`src/rtl/flash_pgm_pkg.sv`:
```
package flash_pgm_pkg;

  localparam logic [3:0] OP_MASS_ERASE = 4'b1000;
  localparam logic [3:0] OP_WR_BYTE    = 4'b0111;
  localparam logic [3:0] OP_RD_BYTE    = 4'b0011;
  localparam logic [3:0] OP_WR_ENC     = 4'b0101;
  localparam logic [3:0] OP_LOCK1      = 4'b1111;
  localparam logic [3:0] OP_LOCK2      = 4'b1100;
  localparam logic [3:0] OP_LOCK3      = 4'b1010;
  localparam logic [3:0] OP_RD_LOCK    = 4'b0001;
  localparam logic [3:0] OP_WR_OPT     = 4'b0100;
  localparam logic [3:0] OP_ER_OPT     = 4'b1001;
  localparam logic [3:0] OP_RD_ID      = 4'b0000;

  typedef enum logic [1:0] {RD_NONE, RD_PROG, RD_LOCK, RD_ID} rdSel_e;

  // strobes from control to datapath, each valid for one cycle
  typedef struct packed {
    logic       wrByte;
    logic       wrEnc;
    logic       wrOpt;
    logic       eraseOpt;
    logic       massErase;
    logic [1:0] lockLevel;  // 0 none, 1..3 cumulative level
  } cmd_t;

endpackage

```
`src/rtl/flash_pgm_ctrl.sv`:
```
module flash_pgm_ctrl
  import flash_pgm_pkg::*;
#(
  parameter int unsigned LONG_CNT  = 82_800_000,
  parameter int unsigned SHORT_CNT = 10_000
) (
  input  logic       clk,
  input  logic       rstN,
  input  logic [3:0] modeCode,
  input  logic       strobeN,
  output logic       busy,
  output logic       abortErr,
  output logic       capture,
  output cmd_t       cmd,
  output rdSel_e     rdSel
);

  localparam int unsigned CNT_W = $clog2(LONG_CNT + 1);
  localparam logic [CNT_W-1:0] LONG_LIM  = CNT_W'(LONG_CNT);
  localparam logic [CNT_W-1:0] SHORT_LIM = CNT_W'(SHORT_CNT);

  logic             strobeQ;
  logic             busyQ;
  logic             errQ;
  logic [3:0]       opQ;
  logic [CNT_W-1:0] cnt;
  logic             startOp, finish, abortNow, longOp;

  function automatic logic isWrite(input logic [3:0] code);
    case (code)
      OP_MASS_ERASE, OP_WR_BYTE, OP_WR_ENC, OP_LOCK1, OP_LOCK2,
      OP_LOCK3, OP_WR_OPT, OP_ER_OPT: isWrite = 1'b1;
      default:                        isWrite = 1'b0;
    endcase
  endfunction

  assign longOp   = (opQ == OP_MASS_ERASE) || (opQ == OP_ER_OPT);
  assign startOp  = !busyQ && strobeQ && !strobeN && isWrite(modeCode);
  assign abortNow = busyQ && strobeN && longOp;
  assign finish   = busyQ && (strobeN ? !longOp
                                      : (cnt == (longOp ? LONG_LIM : SHORT_LIM)));
  assign capture  = startOp;

  always_ff @(posedge clk or negedge rstN) begin
    if (!rstN) begin
      strobeQ <= 1'b1;
      busyQ   <= 1'b0;
      errQ    <= 1'b0;
      opQ     <= '0;
      cnt     <= '0;
    end else begin
      strobeQ <= strobeN;
      if (startOp) begin
        busyQ <= 1'b1;
        errQ  <= 1'b0;
        opQ   <= modeCode;
        cnt   <= CNT_W'(1);
      end else if (busyQ) begin
        if (abortNow || finish) begin
          busyQ <= 1'b0;
          errQ  <= abortNow;
        end else begin
          cnt <= cnt + 1'b1;
        end
      end
    end
  end

  always_comb begin
    cmd = '0;
    if (finish) begin
      case (opQ)
        OP_MASS_ERASE: cmd.massErase = 1'b1;
        OP_WR_BYTE:    cmd.wrByte    = 1'b1;
        OP_WR_ENC:     cmd.wrEnc     = 1'b1;
        OP_LOCK1:      cmd.lockLevel = 2'd1;
        OP_LOCK2:      cmd.lockLevel = 2'd2;
        OP_LOCK3:      cmd.lockLevel = 2'd3;
        OP_WR_OPT:     cmd.wrOpt     = 1'b1;
        OP_ER_OPT:     cmd.eraseOpt  = 1'b1;
        default:       cmd           = '0;
      endcase
    end
  end

  always_comb begin
    rdSel = RD_NONE;
    if (!busyQ && strobeN) begin
      case (modeCode)
        OP_RD_BYTE: rdSel = RD_PROG;
        OP_RD_LOCK: rdSel = RD_LOCK;
        OP_RD_ID:   rdSel = RD_ID;
        default:    rdSel = RD_NONE;
      endcase
    end
  end

  assign busy     = busyQ;
  assign abortErr = errQ;

  // an accepted strobe fall raises busy on the next clock
  assert_busy_on_fall_R10: assert property (@(posedge clk) disable iff (!rstN)
    startOp |=> busy);

  // the captured operation does not follow the pins while busy
  assert_op_held_R10: assert property (@(posedge clk) disable iff (!rstN)
    (busyQ && !finish && !abortNow) |=> $stable(opQ));

  // early release of a long strobe ends the operation with the error flag
  assert_abort_flag_R9: assert property (@(posedge clk) disable iff (!rstN)
    (busyQ && strobeN && longOp) |=> (!busy && abortErr));

  // a short operation never counts beyond its limit
  assert_short_bound_R12: assert property (@(posedge clk) disable iff (!rstN)
    (busyQ && !longOp) |-> (cnt <= SHORT_LIM));

endmodule

```
`src/rtl/flash_pgm_data.sv`:
```
module flash_pgm_data
  import flash_pgm_pkg::*;
#(
  parameter int unsigned ADDR_W  = 8,
  parameter int unsigned MEM_AW  = 6,
  parameter logic [7:0]  MFG_ID  = 8'hDA,
  parameter logic [7:0]  DEV_ID  = 8'h40,
  parameter logic [7:0]  DEV_EXT = 8'h01
) (
  input  logic              clk,
  input  logic              rstN,
  input  logic              capture,
  input  logic [ADDR_W-1:0] addrIn,
  input  logic [7:0]        dataIn,
  input  cmd_t              cmd,
  input  rdSel_e            rdSel,
  output logic [7:0]        dataOut,
  output logic              dataOe
);

  localparam int unsigned DEPTH = 1 << MEM_AW;
  localparam logic [ADDR_W-1:0] A_MFG = ADDR_W'(8'h30);
  localparam logic [ADDR_W-1:0] A_DEV = ADDR_W'(8'h31);
  localparam logic [ADDR_W-1:0] A_EXT = ADDR_W'(8'h60);
  localparam logic [ADDR_W-1:0] A_OPT = ADDR_W'(8'hFC);

  logic [7:0]        progMem [DEPTH];
  logic [7:0]        encMem  [DEPTH];
  logic [2:0]        lockBits;   // [2]=level-3 bit, [0]=level-1 bit, 1 = open
  logic              wdDefault;
  logic [MEM_AW-1:0] addrQ;
  logic [7:0]        dataQ;
  logic [7:0]        rdMux;

  always_ff @(posedge clk or negedge rstN) begin
    if (!rstN) begin
      for (int i = 0; i < DEPTH; i++) begin
        progMem[i] <= 8'hFF;
        encMem[i]  <= 8'hFF;
      end
      lockBits  <= 3'b111;
      wdDefault <= 1'b0;
      addrQ     <= '0;
      dataQ     <= '0;
    end else begin
      if (capture) begin
        addrQ <= addrIn[MEM_AW-1:0];
        dataQ <= dataIn;
      end
      if (cmd.massErase) begin
        for (int i = 0; i < DEPTH; i++) begin
          progMem[i] <= 8'hFF;
          encMem[i]  <= 8'hFF;
        end
        lockBits <= 3'b111;
      end
      if (cmd.wrByte) progMem[addrQ] <= dataQ;
      if (cmd.wrEnc)  encMem[addrQ]  <= dataQ;
      for (int l = 0; l < 3; l++) begin
        if (l < int'(cmd.lockLevel)) lockBits[l] <= 1'b0;
      end
      if (cmd.wrOpt)    wdDefault <= dataQ[3];
      if (cmd.eraseOpt) wdDefault <= 1'b0;
    end
  end

  always_comb begin
    rdMux = 8'h00;
    case (rdSel)
      RD_PROG: rdMux = (&lockBits) ? progMem[addrIn[MEM_AW-1:0]] : 8'hFF;
      RD_LOCK: rdMux = {5'b0, lockBits};
      RD_ID: begin
        if      (addrIn == A_MFG) rdMux = MFG_ID;
        else if (addrIn == A_DEV) rdMux = DEV_ID;
        else if (addrIn == A_EXT) rdMux = DEV_EXT;
        else if (addrIn == A_OPT) rdMux = {4'b0, wdDefault, 3'b0};
        else                      rdMux = 8'hFF;
      end
      default: rdMux = 8'h00;
    endcase
  end

  always_ff @(posedge clk or negedge rstN) begin
    if (!rstN) begin
      dataOut <= 8'h00;
      dataOe  <= 1'b0;
    end else begin
      dataOut <= rdMux;
      dataOe  <= (rdSel != RD_NONE);
    end
  end

  // lock bits only fall, except through a mass erase
  assert_lock_monotonic_R4: assert property (@(posedge clk) disable iff (!rstN)
    !cmd.massErase |=> ((lockBits & ~$past(lockBits)) == 3'b000));

  // a cleared higher level implies every lower level is cleared
  assert_lock_order_R4: assert property (@(posedge clk) disable iff (!rstN)
    (!lockBits[2] |-> !lockBits[1]) and (!lockBits[1] |-> !lockBits[0]));

  // a locked store never yields a program byte
  assert_locked_read_R6: assert property (@(posedge clk) disable iff (!rstN)
    (rdSel == RD_PROG && lockBits != 3'b111) |=> (dataOe && dataOut == 8'hFF));

  // a mass erase leaves the arrays blank and the store unlocked
  assert_erase_blank_R3: assert property (@(posedge clk) disable iff (!rstN)
    cmd.massErase |=> (lockBits == 3'b111 && encMem[0] == 8'hFF &&
                       progMem[DEPTH-1] == 8'hFF));

endmodule

```
`src/rtl/flash_pgm_seq.sv`:
```
module flash_pgm_seq
  import flash_pgm_pkg::*;
#(
  parameter int unsigned ADDR_W    = 8,
  parameter int unsigned MEM_AW    = 6,
  parameter int unsigned LONG_CNT  = 82_800_000,
  parameter int unsigned SHORT_CNT = 10_000,
  parameter logic [7:0]  MFG_ID    = 8'hDA,
  parameter logic [7:0]  DEV_ID    = 8'h40,
  parameter logic [7:0]  DEV_EXT   = 8'h01
) (
  input  logic              clk,
  input  logic              rstN,
  input  logic [3:0]        modeCode,
  input  logic [ADDR_W-1:0] addrIn,
  input  logic [7:0]        dataIn,
  input  logic              strobeN,
  output logic [7:0]        dataOut,
  output logic              dataOe,
  output logic              busy,
  output logic              abortErr
);

  cmd_t   cmd;
  rdSel_e rdSel;
  logic   capture;

  flash_pgm_ctrl #(
    .LONG_CNT (LONG_CNT),
    .SHORT_CNT(SHORT_CNT)
  ) ctrl_i (
    .clk     (clk),
    .rstN    (rstN),
    .modeCode(modeCode),
    .strobeN (strobeN),
    .busy    (busy),
    .abortErr(abortErr),
    .capture (capture),
    .cmd     (cmd),
    .rdSel   (rdSel)
  );

  flash_pgm_data #(
    .ADDR_W (ADDR_W),
    .MEM_AW (MEM_AW),
    .MFG_ID (MFG_ID),
    .DEV_ID (DEV_ID),
    .DEV_EXT(DEV_EXT)
  ) data_i (
    .clk    (clk),
    .rstN   (rstN),
    .capture(capture),
    .addrIn (addrIn),
    .dataIn (dataIn),
    .cmd    (cmd),
    .rdSel  (rdSel),
    .dataOut(dataOut),
    .dataOe (dataOe)
  );

endmodule

```
`config.mk`:
```
export PLATFORM = sky130hd
export DESIGN_NAME = flash_pgm_seq
export DESIGN_NICKNAME = d
export VERILOG_FILES = /design/src/rtl/flash_pgm_pkg.sv /design/src/rtl/flash_pgm_ctrl.sv /design/src/rtl/flash_pgm_data.sv /design/src/rtl/flash_pgm_seq.sv
export SDC_FILE = /design/constraint.sdc
export NUM_CORES = 1
export LEC_CHECK = 0
export BUFFER_PORTS_ARGS = -buffer_cell sky130_fd_sc_hd__buf_4
export CAP_MARGIN = 20
export CORE_ASPECT_RATIO = 1.4
export CORE_MARGIN = 10
export CORE_UTILIZATION = 30
export DETAILED_ROUTE_END_ITERATION = 12
export HOLD_SLACK_MARGIN = 0.15
export PLACE_DENSITY_LB_ADDON = 0.2
export SYNTH_ARGS = -nofsm -noshare
export SYNTH_HDL_FRONTEND = slang
export SYNTH_SLANG_ARGS = --single-unit
```
`constraint.sdc`:
```
create_clock -name clk -period 2.17 [get_ports clk]
set_clock_uncertainty 0.05 [all_clocks]
set_input_delay 0.3255 -clock clk [delete_from_list [all_inputs] [get_ports clk]]
set_output_delay 0.3255 -clock clk [all_outputs]
set_load 0.05 [all_outputs]
```
==> metrics.txt <==
# TYPE chip_impl_metric gauge
chip_impl_info{name="cts_tree",value="done"} 1
chip_impl_metric{name="rows",unit=""} 136
chip_impl_info{name="top_area_cells_in_the_synthesized_netlist",value="sky130_fd_sc_hd__dfstp_2 (46%), sky130_fd_sc_hd__nor2_1 (14%), sky130_fd_sc_hd__a21oi_1 (9.0%)"} 1
chip_impl_metric{name="synthToLayoutAreaGrowth",unit="%"} 30.3
chip_impl_metric{name="leakage",unit="nW"} 15.1
chip_impl_info{name="clock_tree.root_cell",value="sky130_fd_sc_hd__clkbuf_16"} 1
chip_impl_metric{name="finalHoldViolations",unit=""} 0
chip_impl_metric{name="p_total",unit="mW"} 46.5
chip_impl_metric{name="finalNonFillerCells",unit=""} 4651
chip_impl_metric{name="grt.met3_usage",unit="%"} 1.71
chip_impl_metric{name="clk_latency",unit="ns"} 0.65
chip_impl_metric{name="n_antenna_cell",unit=""} 0
chip_impl_metric{name="die_outline_height",unit="um"} 391
chip_impl_metric{name="setup_slack",unit="ns"} -0.306
chip_impl_metric{name="gr-usage-met2",unit="%"} 30.9
chip_impl_metric{name="numPortBuffers",unit=""} 33
chip_impl_metric{name="via_count_of_the_first_global_routing_pass",unit=""} 23100
chip_impl_metric{name="drt_drc_violations_left",unit=""} 0
chip_impl_metric{name="via_per_inst",unit=""} 4.93
chip_impl_metric{name="grt_pass1_wl",unit="um"} 148000
chip_impl_metric{name="register_to_register_setup_slack",unit="ns"} -0.31
chip_impl_info{name="outcome",value="finished, violations left"} 1
chip_impl_info{name="layout.cells.most_common",value="sky130_fd_sc_hd__nor2_1"} 1
chip_impl_info{name="critical_path.startpoint_type",value="register"} 1
chip_impl_metric{name="edff_count_synth",unit=""} 0
chip_impl_metric{name="synth_fp_nets",unit=""} 3060
chip_impl_metric{name="max-cap-violations",unit=""} 0
chip_impl_info{name="failed_checks",value="setup timing"} 1
chip_impl_info{name="setup_repair_after_global_routing_missed_its_margin",value="true"} 1
chip_impl_metric{name="wl_per_cell",unit="um"} 21.0
chip_impl_info{name="hold_path_end",value="ctrl_i.abortErr"} 1
chip_impl_metric{name="num-nets-final",unit=""} 3322
chip_impl_metric{name="gr-total-overflow",unit=""} 0
chip_impl_metric{name="globalplace.congestion",unit=""} 0.815
chip_impl_metric{name="final_cell_area",unit="um2"} 38500
chip_impl_metric{name="critical_path_arrival",unit="ns"} 3.01
chip_impl_info{name="reg2reg_to",value="data_i.progMem[265]"} 1
chip_impl_metric{name="finalSetupViolCount",unit=""} 532
chip_impl_metric{name="drive_gt1_share",unit="%"} 43.6
chip_impl_metric{name="clock.fmax",unit="MHz"} 404
chip_impl_metric{name="syn_area_per_cell",unit="um2"} 9.76
chip_impl_metric{name="final_min_period_over_clock_period",unit="%"} 114
chip_impl_metric{name="hold_slack",unit="ns"} 0.170
chip_impl_metric{name="ys_async_sr_fraction",unit="%"} 100
chip_impl_metric{name="ys_types",unit=""} 75
chip_impl_metric{name="slew_violations",unit=""} 0
chip_impl_metric{name="die_w",unit="um"} 285
chip_impl_metric{name="wl",unit="um"} 97700
chip_impl_metric{name="layout_min_cycle_time",unit="ns"} 2.48
chip_impl_info{name="worst_hold_startpoint",value="strobeN"} 1
chip_impl_metric{name="h_tree_level_count",unit=""} 2
chip_impl_metric{name="core_region_area",unit="um2"} 98000
chip_impl_metric{name="pwr_density_cell",unit="nW/um2"} 1210
chip_impl_metric{name="max_slew_margin",unit="%"} 57.6
chip_impl_metric{name="clkTransAtPathRegs",unit="ns"} 0.06
chip_impl_info{name="critical_path.reg2reg.startpoint",value="ctrl_i.opQ[3]"} 1
chip_impl_info{name="synthDominantAreaCellType",value="sky130_fd_sc_hd__dfstp_2"} 1
chip_impl_metric{name="worst-slew-pin-transition",unit="ns"} 0.636
chip_impl_metric{name="n_fill_cell",unit=""} 9698
chip_impl_metric{name="grt_start_max_net_pins",unit=""} 86
chip_impl_info{name="mostFrequentLayoutCells",value="sky130_fd_sc_hd__nor2_1 (991), sky130_fd_sc_hd__dfstp_2 (516), sky130_fd_sc_hd__a21oi_1 (458)"} 1
chip_impl_metric{name="detail_route.first_pass.iterations",unit=""} 5
chip_impl_metric{name="synth.yosys.seq_area_share",unit="%"} 50.7
chip_impl_metric{name="floorplan.initialDensity",unit="%"} 30.2
chip_impl_metric{name="drt_first_iter_violations",unit=""} 1306
chip_impl_metric{name="final_core_utilization",unit="%"} 39.3
chip_impl_metric{name="drt.antenna.violating_nets",unit=""} 0
chip_impl_metric{name="grt_util_all_layers",unit="%"} 17.1
chip_impl_metric{name="postSynthRegisterBits",unit=""} 573
chip_impl_metric{name="min_delay_path_depth",unit=""} 6
chip_impl_metric{name="post-synth-top-area-fraction",unit="%"} 45.8
chip_impl_metric{name="die_area",unit="um2"} 112000
chip_impl_metric{name="cts_buffer_depth",unit=""} 3
chip_impl_metric{name="numCtsBuffers",unit=""} 60
chip_impl_metric{name="tns",unit="ns"} -81.20
chip_impl_info{name="setup.worst_path.class",value="reg -> reg"} 1
chip_impl_metric{name="setup_slack_after_placement",unit="ns"} -0.578
chip_impl_info{name="hold_class",value="in -> reg"} 1
chip_impl_metric{name="critPathRequiredTime",unit="ns"} 2.71
chip_impl_info{name="ys_dominant_reg_cell",value="sky130_fd_sc_hd__dfstp_2"} 1
chip_impl_metric{name="number_of_placed_instances_taps_included",unit=""} 4493
chip_impl_metric{name="place_hpwl",unit="um"} 64500
chip_impl_metric{name="pin_count",unit=""} 34
chip_impl_metric{name="ir_drop",unit="V"} 0.000651
chip_impl_metric{name="cell_area_after_placement",unit="um2"} 34800
chip_impl_info{name="critical_path.startpoint",value="ctrl_i.opQ[3]"} 1
chip_impl_info{name="grt.busiest_layer",value="met2"} 1
chip_impl_metric{name="route.vias.total",unit=""} 22900
chip_impl_metric{name="groute.layer.met1.usage",unit="%"} 21.2
chip_impl_info{name="crit_path_end_kind",value="register"} 1
chip_impl_metric{name="worst_r2r_path_depth",unit=""} 11
chip_impl_metric{name="worstPathMaxFanout",unit=""} 8
chip_impl_metric{name="synthesis.area",unit="um2"} 29600
chip_impl_metric{name="cts.sink_count",unit=""} 573
chip_impl_metric{name="antenna_found_initial",unit=""} 0
chip_impl_metric{name="yosys_warnings",unit=""} 0
chip_impl_metric{name="syn_inst",unit=""} 3030
## repair_timing
| action | 4_1_cts | 5_1_grt |
|---|---|---|
| cloned | 4 | 10 |
| endpoints found under the hold margin | 217 | 1 |
| pin swaps | 4 | 13 |
| setup buffers | 5 | 13 |
| gates resized for setup | 46 | 197 |
| setup endpoints to repair | 534 | 540 |
| hold buffers | 17 | 1 |
## critical path: stages, from the launching register on
cell,delay [ns]
sky130_fd_sc_hd__dfrtp_1,0.38
sky130_fd_sc_hd__or3b_4,0.43
sky130_fd_sc_hd__a31oi_4,0.20
sky130_fd_sc_hd__a211oi_4,0.07
sky130_fd_sc_hd__buf_12,0.13
sky130_fd_sc_hd__buf_12,0.12
sky130_fd_sc_hd__buf_16,0.14
sky130_fd_sc_hd__buf_12,0.14
sky130_fd_sc_hd__o2111ai_4,0.31
sky130_fd_sc_hd__clkbuf_16,0.25
sky130_fd_sc_hd__nor2_4,0.04
sky130_fd_sc_hd__a21oi_2,0.13
## synthesized netlist by cell type (14+ instances only)
| cell type | n |
|---|---|
| sky130_fd_sc_hd__nand3_1 | 22 |
| sky130_fd_sc_hd__mux4_2 | 105 |
| sky130_fd_sc_hd__dfstp_2 | 516 |
| sky130_fd_sc_hd__nand2b_1 | 14 |
| sky130_fd_sc_hd__mux2_2 | 21 |
| sky130_fd_sc_hd__buf_4 | 39 |
| sky130_fd_sc_hd__a21oi_1 | 533 |
| sky130_fd_sc_hd__o2111ai_4 | 20 |
| sky130_fd_sc_hd__xnor2_1 | 14 |
| sky130_fd_sc_hd__clkbuf_1 | 143 |
| sky130_fd_sc_hd__mux2i_1 | 69 |
| sky130_fd_sc_hd__buf_2 | 68 |
| sky130_fd_sc_hd__o2111ai_2 | 38 |
| sky130_fd_sc_hd__a211oi_1 | 17 |
| sky130_fd_sc_hd__nand2_1 | 54 |
| sky130_fd_sc_hd__a22oi_1 | 20 |
| sky130_fd_sc_hd__nor2_1 | 1074 |
| sky130_fd_sc_hd__dfrtp_1 | 57 |
## worst max-delay path by stage
stage                               end  slack [ns]  depth (start not counted)
global route        data_i.progMem[265]       -0.37                         11
global placement      data_i.dataOut[1]       -0.59                          7
CTS                 data_i.progMem[275]       -0.30                         11
detailed placement    data_i.dataOut[2]       -0.58                          7
floorplan           data_i.progMem[366]       -0.06                         10
finish              data_i.progMem[265]       -0.31                         11
## cell type report
cell class,count,area (um2),share of cell area [%]
well taps,1311,1640,4.26
multi-input cells,2178,14200,36.9
clock buffers,88,1860,4.84
inverters,13,48.8,0.127
flip-flops and latches,573,15000,38.9
repair buffers,466,5490,14.3
clock inverters,22,280,0.728
## flip-flops by register name (all words and copies together), names as in the netlist
| name | flops |
|---|---|
| data_i.progMem | 512 |
| ctrl_i.cnt | 27 |
| data_i.dataOut | 8 |
| data_i.dataQ | 8 |
| data_i.addrQ | 6 |
| ctrl_i.opQ | 4 |
| data_i.lockBits | 3 |
| ctrl_i.abortErr | 1 |
| ctrl_i.busy | 1 |
| ctrl_i.strobeQ | 1 |
| data_i.dataOe | 1 |
| data_i.wdDefault | 1 |
## per-layer routing
layer	up-vias	share of wire [%]
li1	11000	-
met1	11500	42
met2	359	53
met3	117	2.7
met4	0	2.8
met5	-	0
## cells by family after synthesis
group / after synthesis / share of synthesized area [%]
and+or+nand+nor: 1252 / 17.1
AOI/OAI and AO/OA: 706 / 15.8
DFF: 573 / 50.7
buffers and inverters: 279 / 4.48
muxes: 195 / 11.1
xor gates and xnor gates: 18 / 0.533
adders and majority gates: 7 / 0.296
## where the power goes
| group | leakage [nW] | switching [mW] | internal [mW] |
|---|---|---|---|
| Clock | 1.06 | 4.64 | 6.64 |
| Sequential | 6.15 | 2.78 | 19.1 |
| Combinational | 7.93 | 6.73 | 6.70 |
| Total | 15.1 | 14.1 | 32.4 |
(Power assumes the default switching activity.)
